<file path="config.mk">
export PLATFORM = sky130hd
export DESIGN_NAME = flash_cmd_decoder
export DESIGN_NICKNAME = d
export VERILOG_FILES = /design/src/rtl/fcd_pkg.sv /design/src/rtl/fcd_bus_qual.sv /design/src/rtl/fcd_seq_tracker.sv /design/src/rtl/fcd_mode_ctrl.sv /design/src/rtl/fcd_id_read.sv /design/src/rtl/flash_cmd_decoder.sv
export SDC_FILE = /design/constraint.sdc
export NUM_CORES = 1
export LEC_CHECK = 0
export ABC_CLOCK_PERIOD_IN_PS = 3900
export BUFFER_PORTS_ARGS = -buffer_cell sky130_fd_sc_hd__buf_2
export CAP_MARGIN = 20
export CORE_MARGIN = 2
export CORE_UTILIZATION = 55
export CTS_CLUSTER_SIZE = 24
export DETAILED_ROUTE_END_ITERATION = 8
export PLACE_DENSITY_LB_ADDON = 0.08
export SETUP_SLACK_MARGIN = 0.2
export SLEW_MARGIN = 15
export SYNTH_ARGS = -nofsm -noshare
export SYNTH_HDL_FRONTEND = slang
export SYNTH_HIERARCHICAL = 1
export SYNTH_SLANG_ARGS = --single-unit
</file>
<file path="constraint.sdc">
create_clock -name clk -period 3.9 [get_ports clk]
set_input_delay 0.195 -clock clk [delete_from_list [all_inputs] [get_ports clk]]
set_output_delay 0.195 -clock clk [all_outputs]
set_load 0.005 [all_outputs]
</file>
<file path="src/rtl/fcd_pkg.sv">
package fcd_pkg;

  typedef enum logic [2:0] {
    M_READ  = 3'd0,
    M_ID    = 3'd1,
    M_PROG  = 3'd2,
    M_ERASE = 3'd3,
    M_EWIN  = 3'd4,
    M_SUSP  = 3'd5
  } mode_e;

  typedef enum logic [2:0] {
    Q_IDLE, Q_U1, Q_U2, Q_ES, Q_EU1, Q_EU2, Q_PW
  } seq_e;

  localparam logic [10:0] UNL_A1 = 11'h555;
  localparam logic [10:0] UNL_A2 = 11'h2AA;
  localparam logic [7:0]  UNL_D1 = 8'hAA;
  localparam logic [7:0]  UNL_D2 = 8'h55;
  localparam logic [7:0]  CMD_PROG  = 8'hA0;
  localparam logic [7:0]  CMD_SETUP = 8'h80;
  localparam logic [7:0]  CMD_ID    = 8'h90;
  localparam logic [7:0]  CMD_RESET = 8'hF0;
  localparam logic [7:0]  CMD_CHIP  = 8'h10;
  localparam logic [7:0]  CMD_SECT  = 8'h30;
  localparam logic [7:0]  CMD_SUSP  = 8'hB0;

  // true when the low address slice and data both match a pattern
  function automatic logic is_unlock(input logic [10:0] low, input logic [7:0] d,
                                     input logic [10:0] pa, input logic [7:0] pd);
    return (low == pa) && (d == pd);
  endfunction

  function automatic logic [7:0] id_code(input logic [1:0] sel);
    case (sel)
      2'b00:   return 8'hC2;
      2'b01:   return 8'hD5;
      default: return 8'h00;
    endcase
  endfunction

endpackage

</file>
<file path="src/rtl/fcd_bus_qual.sv">
module fcd_bus_qual (
  input  logic ce_n,
  input  logic oe_n,
  input  logic we_n,
  output logic wr,
  output logic rd
);
  // a write needs CE and WE active with OE idle; any other mix inhibits it
  assign wr = !ce_n && !we_n && oe_n;
  assign rd = !ce_n && !oe_n && we_n;
endmodule

</file>
<file path="src/rtl/fcd_seq_tracker.sv">
module fcd_seq_tracker
  import fcd_pkg::*;
(
  input  logic        clk,
  input  logic        rst_n,
  input  logic        wr,
  input  logic        hold_idle,
  input  logic [10:0] low_addr,
  input  logic [7:0]  data,
  output logic        ev_prog,
  output logic        ev_chip,
  output logic        ev_sector,
  output logic        ev_id,
  output logic        ev_f0,
  output logic        ev_b0,
  output logic        ev_d30,
  output logic        ev_bad
);
  seq_e st, st_nx;
  logic u1, u2, at_cmd;

  assign u1     = is_unlock(low_addr, data, UNL_A1, UNL_D1);
  assign u2     = is_unlock(low_addr, data, UNL_A2, UNL_D2);
  assign at_cmd = (low_addr == UNL_A1);

  always_comb begin
    st_nx     = st;
    ev_prog   = 1'b0;
    ev_chip   = 1'b0;
    ev_sector = 1'b0;
    ev_id     = 1'b0;
    ev_f0     = 1'b0;
    ev_b0     = 1'b0;
    ev_d30    = 1'b0;
    ev_bad    = 1'b0;
    if (wr) begin
      case (st)
        Q_IDLE: begin
          if (data == CMD_RESET)          ev_f0  = 1'b1;
          else if (data == CMD_SUSP)      ev_b0  = 1'b1;
          else if (data == CMD_SECT)      ev_d30 = 1'b1;
          else if (u1 && !hold_idle)      st_nx  = Q_U1;
          else                            ev_bad = 1'b1;
        end
        Q_U1: begin
          if (u2) st_nx = Q_U2;
          else begin st_nx = Q_IDLE; ev_bad = 1'b1; end
        end
        Q_U2: begin
          st_nx = Q_IDLE;
          if (!at_cmd)                    ev_bad = 1'b1;
          else if (data == CMD_PROG)      st_nx  = Q_PW;
          else if (data == CMD_SETUP)     st_nx  = Q_ES;
          else if (data == CMD_ID)        ev_id  = 1'b1;
          else if (data == CMD_RESET)     ev_f0  = 1'b1;
          else                            ev_bad = 1'b1;
        end
        Q_ES: begin
          if (u1) st_nx = Q_EU1;
          else begin st_nx = Q_IDLE; ev_bad = 1'b1; end
        end
        Q_EU1: begin
          if (u2) st_nx = Q_EU2;
          else begin st_nx = Q_IDLE; ev_bad = 1'b1; end
        end
        Q_EU2: begin
          st_nx = Q_IDLE;
          if (at_cmd && data == CMD_CHIP) ev_chip   = 1'b1;
          else if (data == CMD_SECT)      ev_sector = 1'b1;
          else                            ev_bad    = 1'b1;
        end
        Q_PW: begin
          st_nx   = Q_IDLE;
          ev_prog = 1'b1;
        end
        default: st_nx = Q_IDLE;
      endcase
    end
    if (hold_idle) st_nx = Q_IDLE;
  end

  always_ff @(posedge clk) begin
    if (!rst_n) st <= Q_IDLE;
    else        st <= st_nx;
  end
endmodule

</file>
<file path="src/rtl/fcd_mode_ctrl.sv">
module fcd_mode_ctrl
  import fcd_pkg::*;
#(
  parameter int ADDR_W     = 20,
  parameter int SECT_W     = 4,
  parameter int WIN_CYCLES = 32
) (
  input  logic                  clk,
  input  logic                  rst_n,
  input  logic                  wr,
  input  logic [ADDR_W-1:0]     addr,
  input  logic [7:0]            data,
  input  logic                  ev_prog,
  input  logic                  ev_chip,
  input  logic                  ev_sector,
  input  logic                  ev_id,
  input  logic                  ev_f0,
  input  logic                  ev_b0,
  input  logic                  ev_d30,
  input  logic                  ev_bad,
  input  logic [(1<<SECT_W)/2-1:0] grp_lock,
  input  logic                  eng_done,
  input  logic                  eng_fail,
  output logic [2:0]            mode_o,
  output logic                  busy,
  output logic                  fail_flag,
  output logic                  prog_start,
  output logic [ADDR_W-1:0]     prog_addr,
  output logic [7:0]            prog_data,
  output logic                  erase_start,
  output logic [(1<<SECT_W)-1:0] erase_mask,
  output logic                  eng_hold,
  output logic                  prot_err
);
  localparam int NSECT   = 1 << SECT_W;
  localparam int SEC_LSB = ADDR_W - SECT_W;
  localparam int CNT_W   = $clog2(WIN_CYCLES + 1);

  mode_e                mode;
  logic [CNT_W-1:0]     cnt;
  logic                 chip, pend, shold;
  logic [SECT_W-1:0]    ev_sec;
  logic [SECT_W-2:0]    ev_grp;
  logic                 ev_locked;
  logic [NSECT-1:0]     ev_onehot, unl_mask;

  assign ev_sec    = addr[ADDR_W-1:SEC_LSB];
  assign ev_grp    = ev_sec[SECT_W-1:1];
  assign ev_locked = grp_lock[ev_grp];
  assign ev_onehot = {{(NSECT-1){1'b0}}, 1'b1} << ev_sec;

  for (genvar s = 0; s < NSECT; s++) begin : g_unl
    assign unl_mask[s] = ~grp_lock[s/2];
  end

  assign mode_o   = mode;
  assign busy     = (mode == M_PROG) || (mode == M_ERASE) || (mode == M_EWIN);
  assign eng_hold = (mode == M_SUSP) || ((mode == M_PROG) && shold);

  always_ff @(posedge clk) begin
    if (!rst_n) begin
      mode        <= M_READ;
      cnt         <= '0;
      chip        <= 1'b0;
      pend        <= 1'b0;
      shold       <= 1'b0;
      fail_flag   <= 1'b0;
      prog_start  <= 1'b0;
      prog_addr   <= '0;
      prog_data   <= '0;
      erase_start <= 1'b0;
      erase_mask  <= '0;
      prot_err    <= 1'b0;
    end else begin
      prog_start  <= 1'b0;
      erase_start <= 1'b0;
      prot_err    <= 1'b0;
      if (eng_fail && (mode == M_PROG || mode == M_ERASE)) fail_flag <= 1'b1;
      case (mode)
        M_READ, M_ID: begin
          if (ev_prog) begin
            if (ev_locked) begin
              prot_err <= 1'b1;
              mode     <= M_READ;
            end else begin
              prog_start <= 1'b1;
              prog_addr  <= addr;
              prog_data  <= data;
              mode       <= M_PROG;
            end
          end else if (ev_chip) begin
            if (unl_mask == '0) begin
              prot_err <= 1'b1;
              mode     <= M_READ;
            end else begin
              erase_mask  <= unl_mask;
              chip        <= 1'b1;
              erase_start <= 1'b1;
              mode        <= M_ERASE;
            end
          end else if (ev_sector) begin
            if (ev_locked) begin
              prot_err <= 1'b1;
              mode     <= M_READ;
            end else begin
              erase_mask <= ev_onehot;
              chip       <= 1'b0;
              cnt        <= '0;
              mode       <= M_EWIN;
            end
          end else if (ev_id) begin
            mode <= M_ID;
          end else if (ev_f0 || ev_bad) begin
            mode <= M_READ;
          end
        end
        M_PROG: begin
          if (eng_done) begin
            mode      <= shold ? M_SUSP : M_READ;
            shold     <= 1'b0;
            fail_flag <= 1'b0;
          end else if (fail_flag && ev_f0) begin
            mode       <= M_READ;
            shold      <= 1'b0;
            pend       <= 1'b0;
            fail_flag  <= 1'b0;
            erase_mask <= '0;
          end
        end
        M_ERASE: begin
          if (eng_done || (fail_flag && ev_f0)) begin
            mode       <= M_READ;
            erase_mask <= '0;
            fail_flag  <= 1'b0;
          end else if (ev_b0 && !chip) begin
            mode <= M_SUSP;
            pend <= 1'b0;
          end
        end
        M_EWIN: begin
          if (wr) begin
            if (ev_d30) begin
              if (ev_locked) prot_err <= 1'b1;
              else           erase_mask <= erase_mask | ev_onehot;
              cnt <= '0;
            end else if (ev_b0) begin
              mode <= M_SUSP;
              pend <= 1'b1;
            end else begin
              mode       <= M_READ;
              erase_mask <= '0;
            end
          end else if (cnt == CNT_W'(WIN_CYCLES - 1)) begin
            erase_start <= 1'b1;
            mode        <= M_ERASE;
          end else begin
            cnt <= cnt + 1'b1;
          end
        end
        M_SUSP: begin
          if (ev_d30) begin
            mode <= M_ERASE;
            if (pend) begin
              erase_start <= 1'b1;
              pend        <= 1'b0;
            end
          end else if (ev_prog) begin
            if (ev_locked || erase_mask[ev_sec]) begin
              prot_err <= 1'b1;
            end else begin
              prog_start <= 1'b1;
              prog_addr  <= addr;
              prog_data  <= data;
              shold      <= 1'b1;
              mode       <= M_PROG;
            end
          end
        end
        default: mode <= M_READ;
      endcase
    end
  end
endmodule

</file>
<file path="src/rtl/fcd_id_read.sv">
module fcd_id_read
  import fcd_pkg::*;
(
  input  logic       rd,
  input  logic [2:0] mode,
  input  logic [1:0] sel,
  output logic [7:0] rdata
);
  always_comb rdata = (rd && mode == M_ID) ? id_code(sel) : 8'h00;
endmodule

</file>
<file path="src/rtl/flash_cmd_decoder.sv">
module flash_cmd_decoder #(
  parameter int ADDR_W     = 20,
  parameter int SECT_W     = 4,
  parameter int WIN_CYCLES = 32
) (
  input  logic                       clk,
  input  logic                       rst_n,
  input  logic                       ce_n,
  input  logic                       oe_n,
  input  logic                       we_n,
  input  logic [ADDR_W-1:0]          addr,
  input  logic [7:0]                 wdata,
  output logic [7:0]                 rdata,
  input  logic [(1<<SECT_W)/2-1:0]   grp_lock,
  input  logic                       eng_done,
  input  logic                       eng_fail,
  output logic [2:0]                 mode,
  output logic                       prog_start,
  output logic [ADDR_W-1:0]          prog_addr,
  output logic [7:0]                 prog_data,
  output logic                       erase_start,
  output logic [(1<<SECT_W)-1:0]     erase_mask,
  output logic                       eng_hold,
  output logic                       prot_err
);
  logic wr_ok, rd_ok, busy, fail_flag;
  logic ev_prog, ev_chip, ev_sector, ev_id, ev_f0, ev_b0, ev_d30, ev_bad;

  fcd_bus_qual u_qual (
    .ce_n(ce_n), .oe_n(oe_n), .we_n(we_n), .wr(wr_ok), .rd(rd_ok)
  );

  fcd_seq_tracker u_seq (
    .clk(clk), .rst_n(rst_n), .wr(wr_ok), .hold_idle(busy),
    .low_addr(addr[10:0]), .data(wdata),
    .ev_prog(ev_prog), .ev_chip(ev_chip), .ev_sector(ev_sector), .ev_id(ev_id),
    .ev_f0(ev_f0), .ev_b0(ev_b0), .ev_d30(ev_d30), .ev_bad(ev_bad)
  );

  fcd_mode_ctrl #(.ADDR_W(ADDR_W), .SECT_W(SECT_W), .WIN_CYCLES(WIN_CYCLES)) u_ctrl (
    .clk(clk), .rst_n(rst_n), .wr(wr_ok), .addr(addr), .data(wdata),
    .ev_prog(ev_prog), .ev_chip(ev_chip), .ev_sector(ev_sector), .ev_id(ev_id),
    .ev_f0(ev_f0), .ev_b0(ev_b0), .ev_d30(ev_d30), .ev_bad(ev_bad),
    .grp_lock(grp_lock), .eng_done(eng_done), .eng_fail(eng_fail),
    .mode_o(mode), .busy(busy), .fail_flag(fail_flag),
    .prog_start(prog_start), .prog_addr(prog_addr), .prog_data(prog_data),
    .erase_start(erase_start), .erase_mask(erase_mask),
    .eng_hold(eng_hold), .prot_err(prot_err)
  );

  fcd_id_read u_id (
    .rd(rd_ok), .mode(mode), .sel(addr[1:0]), .rdata(rdata)
  );
endmodule

</file>
==> metrics.yaml <==
max_cap_violations: 0
floorplan.initialDensity_pct: 57.3
grt_overflow: 0
ios: 102
syn_area_sq_mm: 0.00448
global_route.usage.met1_pct: 42.6
vias_per_cell: 6.51
slew_violations: 0
fin_crit_ns: 3.02
placedCellCount: 729
detail_route.iter0.violations: 442
worstPathArrival_ns: 3.26
finalCoreUtilization_pct: 65.3
die_width_um: 94.2
ys_async_sr_fraction_pct: 0
grt_max_degree: 63
grt_pass1_vias: 4458
core_region_area_sq_mm: 0.00781
yosysSeqAreaShare_pct: 28.2
finish.net_count: 683
setup.worst_path.start_class: "register"
finalWeightedCongestion: 0.934
postSynthCellCount: 566
drt.antenna.violating_nets: 0
clock_sinks: 63
insertion_delay_to_the_later_sink_of_the_worst_skew_pair_ns: 0.36
cts-htree-levels: 3
antenna_found_initial: 0
antenna-diode-count: 0
fmax_ghz: 0.331
setup_repair_after_global_routing_missed_its_margin: "false"
ys_types: 75
synth.top_cells.by_area: "dfxtp_1 28%, o21ai_0 6.7%, nand2_1 4.5%"
path_max_fanout: 31
area_of_the_die_sq_mm: 0.00887
worst_slew_pin_slew_ns: 0.845
route.vias.total: 4859
post_cts_resized: 0
gr-max-usage-layer: "met2"
setup_tns_ns: 0
place.detailed.hpwl_um: 9290
status: "completed"
ys_flop_type: "dfxtp_1"
final-setup-viol-count: 0
clock_pin_slew_on_the_worst_setup_and_hold_paths_ns: 0.08
fraction_of_layout_cells_with_a_size_suffix_above_1_pct: 23.4
floorplan.rows: 32
grt_first_pass_wirelength_um: 22100
layout.cells.most_common: "buf_2"
drc: 0
synth.top_cell.area_share_pct: 28.2
buffer_ports.inserted: 99
critical_path.endpoint_type: "register"
ir_worst_vdd_v: 0.000304
ys.warnings.count: 6
leading_area_contributor_after_synthesis: "dfxtp_1"
powerDensity_mw_per_mm2: 272
synth_area_per_cell_sq_um: 7.91
routed_wl_um: 13600
die_height_um: 94.2
crit_type: "register to register"
cts_root_buffer: "clkbuf_8"
hold_ws_ns: 0.0766
placedInstanceArea_sq_mm: 0.00491
cts_buffer_depth: 2
holdBufCountCts: 0
final_cells: 746
fin_skew_ns: 0.0125
cts_buffers: 9
routed_wire_per_std_cell_um: 18.2
grtUsageMet3_pct: 6.50
tritoncts: "yes"
mostFrequentLayoutCells: "99 x buf_2, 63 x dfxtp_1, 60 x o21ai_0, 54 x nand2_1, 40 x nor2_1"
fin_area_sq_mm: 0.00510
cts_post_setup_buffers_inserted: 0
syn_to_final_growth_pct: 13.9
slew_headroom_pct: 43.7
grtUsageTotal_pct: 31.0
synth_edf_count: 0
final.period_utilization_pct: 77.4
min_delay_worst_type: "input pin to register"
required_ns: 4.14
synth-seq-cells: 63
cell_leakage_power_nw: 1.95
timing_hold_violations_final: 0
dr.pass1.iters: 7
use_met2_pct: 48.6
-- cell type report --
cell class,count,area (sq um)
multi-input combinational,446,2910
fill,689,2710
sequential,63,1260
timing repair buffer,110,582
tap,102,128
clock buffer,9,124
clock inverter,7,55.1
inverter,9,33.8
-- logic make-up (layout without fill, tap and decap cells) --
kind of cell	Yosys count	count (layout)	share of synthesized area [%]
fa+ha+maj	1	1	0.280
other cells	1	2	0.0838
flops	63	63	28.2
mux	10	10	4.05
simple gates	231	231	27.9
compound gates	200	200	32.2
buf+inv	58	135	6.96
xor+xnor	2	2	0.391
-- state kept, by name, summed over array words and instances, names as in the netlist --
signal              flops
u_ctrl/erase_start      1
u_ctrl/prot_err         1
u_ctrl/shold            1
u_ctrl/fail_flag        1
u_ctrl/pend             1
u_ctrl/cnt              6
u_ctrl/prog_data        8
u_seq/st                3
u_ctrl/prog_addr       20
u_ctrl/mode_o           3
u_ctrl/prog_start       1
u_ctrl/chip             1
u_ctrl/erase_mask      16
-- where the power goes --
part           total [mW]  switching (mW)  internal, mW
sequential          0.647         0.00191         0.645
combinational       0.204           0.136        0.0683
clock               0.537           0.299         0.238
total                1.39           0.437         0.951
-- synth_stat cells (4+ instances only) --
master / instances
dfxtp_1: 63
o21ai_0: 60
nand2_1: 54
nor2_1: 40
nand3_1: 36
clkbuf_1: 25
nor3_1: 22
a21boi_1: 19
a32oi_1: 17
o2111ai_1: 17
a21boi_0: 16
a22o_1: 16
nor2b_1: 12
a21oi_1: 11
nand2b_1: 11
nand4_1: 10
inv_1: 9
buf_2: 8
buf_4: 8
buf_6: 7
nor3b_1: 7
mux4_2: 6
a31oi_1: 5
nor4_1: 5
and2_1: 4
and3b_1: 4
o21a_1: 4
o31ai_1: 4
-- worst max-delay path: stages (launching register included) --
cell and delay, ns:
dfxtp_1 0.48, nor3b_1 0.74, nor2_1 0.10, buf_4 0.26, inv_1 0.20, a41oi_1 0.15
nand3_1 0.10, o31a_1 0.14, nor3_1 0.05, a31oi_1 0.32, nand3_2 0.14, o211a_1 0.24
-- worst paths after layout --
kind	cells past startpoint	from	slack (ns)	endpoint
hold / removal	3	addr[14]	0.08	u_ctrl/prog_addr[14]
setup reg to reg	11	u_ctrl/mode_o[1]	0.88	u_ctrl/mode_o[2]
setup / recovery	11	u_ctrl/mode_o[1]	0.88	u_ctrl/mode_o[2]
hold reg to reg	2	u_ctrl/prog_addr[14]	0.47	u_ctrl/prog_addr[14]
-- metrics by stage --
stage / setup WS [ns] / power, mW
2_1_floorplan: 0.767 / 0.797
3_3_place_gp: 0.759 / 0.854
3_5_place_dp: 0.693 / 0.858
4_1_cts: 1.01 / 1.39
5_1_grt: 0.724 / 1.45
6_report: 0.880 / 1.39
-- metal layers --
metal	vias to the layer above	part of all wire, %
met1	2260	42
met2	280	47
li1	2285	-
met3	34	9.1
met5	-	0
met4	0	2.0
(Power assumes the default switching activity.)
